`config.mk`:
```
export PLATFORM = sky130hd
export DESIGN_NAME = bit_slice_router
export DESIGN_NICKNAME = d
export VERILOG_FILES = /design/src/rtl/brt_pkg.sv /design/src/rtl/brt_src_bank.sv /design/src/rtl/brt_grp_sel.sv /design/src/rtl/brt_dst_dist.sv /design/src/rtl/brt_dst_bank.sv /design/src/rtl/bit_slice_router.sv
export SDC_FILE = /design/constraint.sdc
export NUM_CORES = 1
export LEC_CHECK = 0
export BUFFER_PORTS_ARGS = -buffer_cell sky130_fd_sc_hd__buf_2
export CORE_ASPECT_RATIO = 1.4
export CORE_MARGIN = 5
export CORE_UTILIZATION = 40
export DETAILED_ROUTE_END_ITERATION = 10
export GPL_TIMING_DRIVEN = 1
export PLACE_DENSITY = 0.64
export SYNTH_ARGS = -nofsm -noshare
export SYNTH_HDL_FRONTEND = slang
export SYNTH_SLANG_ARGS = --single-unit
export TNS_END_PERCENT = 1
```
`constraint.sdc`:
```
create_clock -name clk_i -period 1.91 [get_ports clk_i]
set_input_delay 0 -clock clk_i [delete_from_list [all_inputs] [get_ports clk_i]]
set_output_delay 0 -clock clk_i [all_outputs]
set_load 0.01 [all_outputs]
```
`src/rtl/brt_pkg.sv`:
```
`timescale 1ns/1ps
package brt_pkg;
  localparam int NUM_SRC   = 16;
  localparam int GRP_SZ    = 8;
  localparam int NUM_GRP   = NUM_SRC / GRP_SZ;
  localparam int SEL_W     = $clog2(GRP_SZ);
  localparam int SRC_W     = $clog2(NUM_SRC);
  localparam int GRP_IDX_W = SRC_W - SEL_W;
  localparam int NUM_DST   = 16;
  localparam int DST_W     = $clog2(NUM_DST);
endpackage

```
`src/rtl/brt_src_bank.sv`:
```
`timescale 1ns/1ps
module brt_src_bank #(
  parameter int W = 8,
  parameter int N = 16
) (
  input  logic           clk_i,
  input  logic           rst_ni,
  input  logic           load_i,
  input  logic [N*W-1:0] load_data_i,
  input  logic [N-1:0]   shift_en_i,
  output logic [N*W-1:0] regs_o,
  output logic [N-1:0]   msb_o
);
  for (genvar k = 0; k < N; k++) begin : g_src
    logic [W-1:0] q;
    always_ff @(posedge clk_i or negedge rst_ni) begin
      if (!rst_ni)            q <= '0;
      else if (load_i)        q <= load_data_i[k*W +: W];
      else if (shift_en_i[k]) q <= {q[W-2:0], 1'b0};
    end
    assign regs_o[k*W +: W] = q;
    assign msb_o[k]         = q[W-1];
  end
endmodule

```
`src/rtl/brt_grp_sel.sv`:
```
`timescale 1ns/1ps
module brt_grp_sel #(
  parameter int N = 8,
  localparam int IW = $clog2(N)
) (
  input  logic [N-1:0]  bits_i,
  input  logic [IW-1:0] idx_i,
  input  logic          en_i,
  output logic          bit_o
);
  // a disabled bank drives 0 so that the shared line can be an OR
  always_comb bit_o = en_i & bits_i[idx_i];
endmodule

```
`src/rtl/brt_dst_dist.sv`:
```
`timescale 1ns/1ps
module brt_dst_dist #(
  parameter int N = 16,
  localparam int AW = $clog2(N)
) (
  input  logic [AW-1:0] addr_i,
  input  logic          strobe_i,
  input  logic          bit_i,
  output logic [N-1:0]  en_o,
  output logic [N-1:0]  line_o
);
  always_comb begin
    for (int i = 0; i < N; i++) begin
      en_o[i]   = strobe_i && (addr_i == AW'(i));
      line_o[i] = en_o[i] & bit_i;  // data rides the gate path
    end
  end
endmodule

```
`src/rtl/brt_dst_bank.sv`:
```
`timescale 1ns/1ps
module brt_dst_bank #(
  parameter int W = 16,
  parameter int N = 16
) (
  input  logic           clk_i,
  input  logic           rst_ni,
  input  logic [N-1:0]   en_i,
  input  logic [N-1:0]   line_i,
  output logic [N*W-1:0] regs_o
);
  for (genvar j = 0; j < N; j++) begin : g_dst
    logic [W-1:0] q;
    always_ff @(posedge clk_i or negedge rst_ni) begin
      if (!rst_ni)      q <= '0;
      else if (en_i[j]) q <= {q[W-2:0], line_i[j]};
    end
    assign regs_o[j*W +: W] = q;
  end
endmodule

```
`src/rtl/bit_slice_router.sv`:
```
`timescale 1ns/1ps
module bit_slice_router
  import brt_pkg::*;
#(
  parameter int IN_W  = 8,
  parameter int OUT_W = 16
) (
  input  logic                     clk_i,
  input  logic                     rst_ni,
  input  logic                     load_i,
  input  logic [NUM_SRC*IN_W-1:0]  load_data_i,
  input  logic [NUM_SRC-1:0]       shift_en_i,
  input  logic [SRC_W-1:0]         src_sel_i,
  input  logic [DST_W-1:0]         dst_addr_i,
  input  logic                     strobe_i,
  output logic [NUM_DST*OUT_W-1:0] out_regs_o
);
  logic [NUM_SRC*IN_W-1:0] in_regs;
  logic [NUM_SRC-1:0]      src_msb;
  logic [NUM_GRP-1:0]      grp_bit;
  logic                    bus_bit;
  logic [NUM_DST-1:0]      dst_en;
  logic [NUM_DST-1:0]      dst_line;

  brt_src_bank #(.W(IN_W), .N(NUM_SRC)) u_src (
    .clk_i       (clk_i),
    .rst_ni      (rst_ni),
    .load_i      (load_i),
    .load_data_i (load_data_i),
    .shift_en_i  (shift_en_i),
    .regs_o      (in_regs),
    .msb_o       (src_msb)
  );

  for (genvar g = 0; g < NUM_GRP; g++) begin : g_grp
    brt_grp_sel #(.N(GRP_SZ)) u_sel (
      .bits_i (src_msb[g*GRP_SZ +: GRP_SZ]),
      .idx_i  (src_sel_i[SEL_W-1:0]),
      .en_i   (src_sel_i[SRC_W-1:SEL_W] == GRP_IDX_W'(g)),
      .bit_o  (grp_bit[g])
    );
  end

  assign bus_bit = |grp_bit;

  brt_dst_dist #(.N(NUM_DST)) u_dist (
    .addr_i   (dst_addr_i),
    .strobe_i (strobe_i),
    .bit_i    (bus_bit),
    .en_o     (dst_en),
    .line_o   (dst_line)
  );

  brt_dst_bank #(.W(OUT_W), .N(NUM_DST)) u_dst (
    .clk_i  (clk_i),
    .rst_ni (rst_ni),
    .en_i   (dst_en),
    .line_i (dst_line),
    .regs_o (out_regs_o)
  );
endmodule

```
Word level (Yosys, flattened, before mapping)
Index checks and enable logic that the tools add are counted.
{"block": "word_totals", "word_cells": 137, "out_inout_bits": 256, "ff_bits": 384}
{"block": "classes", "eq_ne": 15, "bitwise_logic": 19, "n_lt_le_gt_ge": 1, "reduce_logical": 34, "n_mux": 36}
{"op": "2-to-1 mux 8 bit", "n": 32}
{"op": "equality test 4 bit (second input constant)", "n": 8}
{"op": "nonzero test 2 bit", "n": 16}
{"op": "bitwise AND 1 bit", "n": 18}
{"op": "equality test 4 x 3 -> 1 bit (second input constant)", "n": 4}
{"op": "logical AND 1 bit", "n": 16}
{"op": "equality test 4 x 2 -> 1 bit (second input constant)", "n": 2}
{"op": "binary-select mux 1 bit (select 3 bit)", "n": 2}
{"op": "equality test 4 x 1 -> 1 bit (second input constant)", "n": 1}
{"op": "zero test 4 bit", "n": 1}
{"op": "less-than comparator 3 x 4 -> 1 bit (second input constant)", "n": 1}
{"op": "2-to-1 mux 1 bit", "n": 2}
{"op": "OR reduction 2 bit", "n": 1}
{"op": "inverter 1 bit", "n": 1}

Longest topological paths before layout
{"block": "depth", "ltp_word": 5, "ltp_mapped": 6, "depth_no_buf": 4}

Hierarchy
Synthesis repeated with hierarchy kept, for this count alone.
{"block": "hier_totals", "hier_cells": 1179, "hier_area_um2": 16713.5}
{"mod": "brt_dst_bank", "area_each_um2": 10390.0, "seq_area_each_um2": 6406.1, "cells_each": 544, "n_inst": 1}
{"mod": "brt_src_bank", "area_each_um2": 5950.7, "seq_area_each_um2": 3203.1, "cells_each": 572, "n_inst": 1}
{"mod": "brt_dst_dist", "area_each_um2": 220.2, "seq_area_each_um2": 0.0, "cells_each": 47, "n_inst": 1}
{"mod": "brt_grp_sel", "area_each_um2": 71.3, "seq_area_each_um2": 0.0, "cells_each": 7, "n_inst": 2}
{"mod": "bit_slice_router", "area_each_um2": 10.0, "seq_area_each_um2": 0.0, "cells_each": 2, "n_inst": 1}

Least setup slack after synthesis
No wires, ideal clock.
{"block": "synth_path", "path_type": "flip-flop to flip-flop", "start": "reg u_src.g_src[10].q[7]", "end": "reg u_dst.g_dst[13].q[0]", "setup_time_ps": 125, "n_path_buf": 1, "stages_incl_launch_ff": 6, "path_slack_ps": 178, "t_arrival_ps": 1607, "period_less_slack_ps": 1732, "required_ps": 1785, "cell_sequence": "dfrtp_1 -> mux4_1 -> mux2_4 -> a22oi_4 -> buf_12 -> a21oi_2"}
{"block": "synth_between", "elab_chain_cells": 5}
{"element": "start: declaration", "line": "brt_src_bank.sv:15", "text": "logic [W-1:0] q;"}
{"element": "start signal: assignment", "line": "brt_src_bank.sv:18", "text": "else if (load_i) q <= load_data_i[k*W +: W];"}
{"element": "start signal: assignment", "line": "brt_src_bank.sv:19", "text": "else if (shift_en_i[k]) q <= {q[W-2:0], 1'b0};"}
{"element": "binary-select mux 1 bit (select 3 bit)", "line": "brt_grp_sel.sv:12", "text": "always_comb bit_o = en_i & bits_i[idx_i];"}
{"element": "2-to-1 mux 1 bit (implied by the code)", "line": "brt_grp_sel.sv:12"}
{"element": "bitwise AND 1 bit", "line": "brt_grp_sel.sv:12"}
{"element": "OR reduction 2 bit", "line": "bit_slice_router.sv:44", "text": "assign bus_bit = |grp_bit;"}
{"element": "bitwise AND 1 bit", "line": "brt_dst_dist.sv:15", "text": "line_o[i] = en_o[i] & bit_i;"}
{"element": "end signal: assignment", "line": "brt_dst_bank.sv:16", "text": "else if (en_i[j]) q <= {q[W-2:0], line_i[j]};"}
{"element": "end: declaration", "line": "brt_dst_bank.sv:13", "text": "logic [W-1:0] q;"}
Every way passes these cells. The select of a mux whose other input is x is not followed.
A chain may end at the register's enable or synchronous reset.

Worst setup path after layout
{"block": "layout_path", "start": "reg u_src.g_src[8].q[7]", "end": "reg u_dst.g_dst[13].q[0]"}
{"block": "layout_between", "elab_chain_cells": 5}
{"element": "start: declaration", "line": "brt_src_bank.sv:15"}
{"element": "start signal: assignment", "line": "brt_src_bank.sv:18"}
{"element": "start signal: assignment", "line": "brt_src_bank.sv:19"}
{"element": "binary-select mux 1 bit (select 3 bit)", "line": "brt_grp_sel.sv:12"}
{"element": "2-to-1 mux 1 bit (implied by the code)", "line": "brt_grp_sel.sv:12"}
{"element": "bitwise AND 1 bit", "line": "brt_grp_sel.sv:12"}
{"element": "OR reduction 2 bit", "line": "bit_slice_router.sv:44"}
{"element": "bitwise AND 1 bit", "line": "brt_dst_dist.sv:15"}
Every way passes these cells. The select of a mux whose other input is x is not followed.

==> load_flow_metrics.sql <==
INSERT INTO impl_metrics (metric_group, metric, value, unit) VALUES
('critical_path', 'worst_setup_path_start_kind', 'flop', ''),
('grt', 'grt_first_pass_wirelength', '71.4', 'mm'),
('critical_path', 'path_class', 'flop to flop', ''),
('route', 'ant_nets', '0', ''),
('critical_path', 'maximum_fanout_along_the_worst_path', '6', ''),
('floorplanning', 'chip_width', '176', 'um'),
('logic_synthesis', 'synth-edff-count', '0', ''),
('route', 'met2RoutedLength', '23.5', 'mm'),
('placed_design', 'gpl.final_weighted_congestion', '0.782', ''),
('route', 'routed-wl-met3', '3.57', 'mm'),
('logic_synthesis', 'synth_async_sr_flop_share', '1.00', ''),
('final_layout', 'fraction_of_layout_instances_using_a_drive_strength_above_1', '0.407', ''),
('route', 'detailroute.via_count', '11800', ''),
('grt', 'grt_use_total', '0.208', ''),
('logic_synthesis', 'dominantRegCellSynth', 'dfrtp_1', ''),
('timing', 'rsz0062_at_grt', 'no', ''),
('timing', 'achievable-frequency', '538', 'MHz'),
('grt', 'grt_max_degree', '83', ''),
('route', 'postRouteWirelength', '44.8', 'mm'),
('critical_path', 'cp-end-kind', 'flop', ''),
('floorplanning', 'core.rowCount', '85', ''),
('placed_design', 'place.detailed.hpwl', '29.1', 'mm'),
('timing', 'setup_tns', '0', 'ps'),
('clocking', 'max-clock-path-buffers', '3', ''),
('logic_synthesis', 'yosys-top-cells-count', 'dfrtp_1 (384), mux2_2 (240), nand2_1 (135)', ''),
('route', 'drt_first_iter_violations', '475', ''),
('timing', 'finalHoldViolCount', '0', ''),
('logic_synthesis', 'avgSynthCellArea', '13.5', 'um^2'),
('floorplanning', 'initial_utilization', '0.402', ''),
('logic_synthesis', 'post_synthesis_instance_area', '15400', 'um^2'),
('clocking', 'post-cts-setup-buffers', '0', ''),
('floorplanning', 'placeableCoreArea', '38300', 'um^2'),
('logic_synthesis', 'netlist-cell-type-count', '23', ''),
('logic_synthesis', 'synth_nets', '1297', ''),
('grt', 'grt_antenna_before_repair', '1', ''),
('route', 'drt-wirelength-per-cell', '19.0', 'um'),
('final_layout', 'nets', '2008', ''),
('timing', 'worst-slew-pin-transition', '780', 'ps'),
('clocking', 'clock_sink_count', '384', ''),
('clocking', 'worstSkewPairLatency', '520', 'ps'),
('timing', 'timing.final.setup_violations', '0', ''),
('power_and_ir_drop', 'vdd_ir_drop_max', '0.715', 'mV'),
('floorplanning', 'fp.dieH', '242', 'um'),
('outcome', 'run_status', 'completed', ''),
('clocking', 'clkSlewWorstSetupHoldPaths', '60', 'ps'),
('logic_synthesis', 'yosysTopAreaCellShare', '0.624', ''),
('placed_design', 'placement.io_buffers', '411', ''),
('power_and_ir_drop', 'p_leak', '11.8', 'nW'),
('critical_path', 'arr_time_crit_path', '2250', 'ps'),
('final_layout', 'antenna_cells', '0', ''),
('critical_path', 'critPathRequiredTime', '2300', 'ps'),
('logic_synthesis', 'netlist_top_cells_area', 'dfrtp_1 (62%), mux2_2 (18%), mux2i_1 (7.4%)', ''),
('floorplanning', 'ios', '412', ''),
('logic_synthesis', 'synth.ff_latch_count', '384', ''),
('hold_path', 'hp-class', 'primary input to flop', ''),
('final_layout', 'synthToLayoutAreaGrowth', '45.8', '%'),
('placed_design', 'place_inst', '1999', ''),
('timing', 'worst_skew', '10.3', 'ps'),
('floorplanning', 'die_area', '42600', 'um^2'),
('timing', 'post-route-min-period', '1860', 'ps'),
('route', 'router_iterations_before_antenna_repair', '5', ''),
('clocking', 'cts_inserted_buffers', '39', ''),
('route', 'route.detailed.vias_per_inst', '5.01', ''),
('logic_synthesis', 'synth.most_common_cell', 'dfrtp_1', ''),
('grt', 'via_count_of_the_first_global_routing_pass', '12800', ''),
('clocking', 'tritoncts', 'built', ''),
('timing', 'slew_violations', '0', ''),
('power_and_ir_drop', 'pwr_density_cell', '894', 'nW/um^2'),
('route', 'dr_drc_count', '0', ''),
('placed_design', 'pre_cts_slack', '33.1', 'ps'),
('route', 'routed.top_layer', 'met5', '');
-- what timing repair did --
item	CTS	global route
resized for setup	0	2
endpoints found under the setup margin	0	4
hold buffers	289	0
hold endpoints to repair	517	0
-- critical path, stage by stage (launching register included) --
cell       delay [ps]
dfrtp_1           390
mux4_2            460
mux2_4            310
a22oi_4           300
clkbuf_16         220
a21oi_2            50
-- placed cells by master (no fill, tap or decap), types with 2 or more instances in the layout --
| master | netlist | final |
|---|---|---|
| buf_2 | 16 | 409 |
| dfrtp_1 | 384 | 384 |
| dlygate4sd3_1 | 0 | 288 |
| mux2_2 | 240 | 240 |
| nand2_1 | 135 | 135 |
| o21ai_0 | 127 | 127 |
| mux2i_1 | 114 | 114 |
| clkbuf_16 | 0 | 42 |
| buf_4 | 0 | 29 |
| nand2b_1 | 22 | 22 |
| nor2_1 | 22 | 20 |
| clkbuf_8 | 0 | 11 |
| a21oi_2 | 10 | 10 |
| clkbuf_1 | 46 | 9 |
| buf_12 | 1 | 7 |
| o21ai_1 | 6 | 6 |
| bufinv_16 | 0 | 5 |
| clkinv_2 | 0 | 3 |
| mux4_2 | 0 | 2 |
| nor2b_1 | 2 | 2 |
| nand3b_1 | 2 | 2 |
| nor2_2 | 0 | 2 |
-- routing by layer --
layer,vias up,track usage
met4,2,0.0544
met1,5903,0.239
li1,5390,-
met5,-,0
met2,438,0.381
met3,74,0.0564
-- final cells by class --
| cell class | count | area (um^2) | area share |
|---|---|---|---|
| Tap cell | 478 | 598 | 0.0266 |
| Clock buffer | 61 | 1210 | 0.0539 |
| Timing Repair Buffer | 737 | 5370 | 0.239 |
| Clock inverter | 9 | 174 | 0.00774 |
| Sequential cell | 384 | 9610 | 0.428 |
| Multi-Input combinational cell | 690 | 5500 | 0.245 |
-- through the flow --
stage          area, um^2  power, mW   util
6_report            22500       20.1  0.587
5_1_grt             22500       21.0  0.587
4_1_cts             22400       20.2  0.586
3_5_place_dp        18100       11.4  0.474
3_3_place_gp        18100       11.3  0.474
2_1_floorplan       15400       10.2      -
-- registers in the layout, summed over array words and instances, names as in the netlist --
name and flops:
u_src.g_src.q 128, u_dst.g_dst.q 256
-- logic make-up after synthesis --
kind of cell,synth area share
AOI/OAI and AO/OA,0.0514
buffers and inverters,0.0187
DFF,0.624
muxes,0.256
and+or+nand+nor,0.0502
-- worst paths after layout --
kind,startpoint,end,slack [ps],cells after the start
worst min register to register,u_dst.g_dst[13].q[15]$_DFFE_PN0P_,u_dst.g_dst[13].q[15]$_DFFE_PN0P_,500,1
worst max-delay path,u_src.g_src[8].q[7]$_DFFE_PN0P_,u_dst.g_dst[13].q[0]$_DFFE_PN0P_,50,5
worst max register to register,u_src.g_src[8].q[7]$_DFFE_PN0P_,u_dst.g_dst[13].q[0]$_DFFE_PN0P_,50,5
min in group asynchronous,rst_ni,u_dst.g_dst[3].q[12]$_DFFE_PN0P_,100,3
worst min-delay path,shift_en_i[15],u_src.g_src[15].q[7]$_DFFE_PN0P_,40,3
max in group asynchronous,rst_ni,u_src.g_src[14].q[2]$_DFFE_PN0P_,1340,3
-- report_power, final --
group | switching, mW | total, mW | internal [mW]
registers | 0.452 | 9.18 | 8.73
logic | 1.29 | 2.77 | 1.47
clock network | 3.10 | 8.14 | 5.03
total | 4.85 | 20.1 | 15.2
No activity file was read; power rests on OpenSTA's default activity.
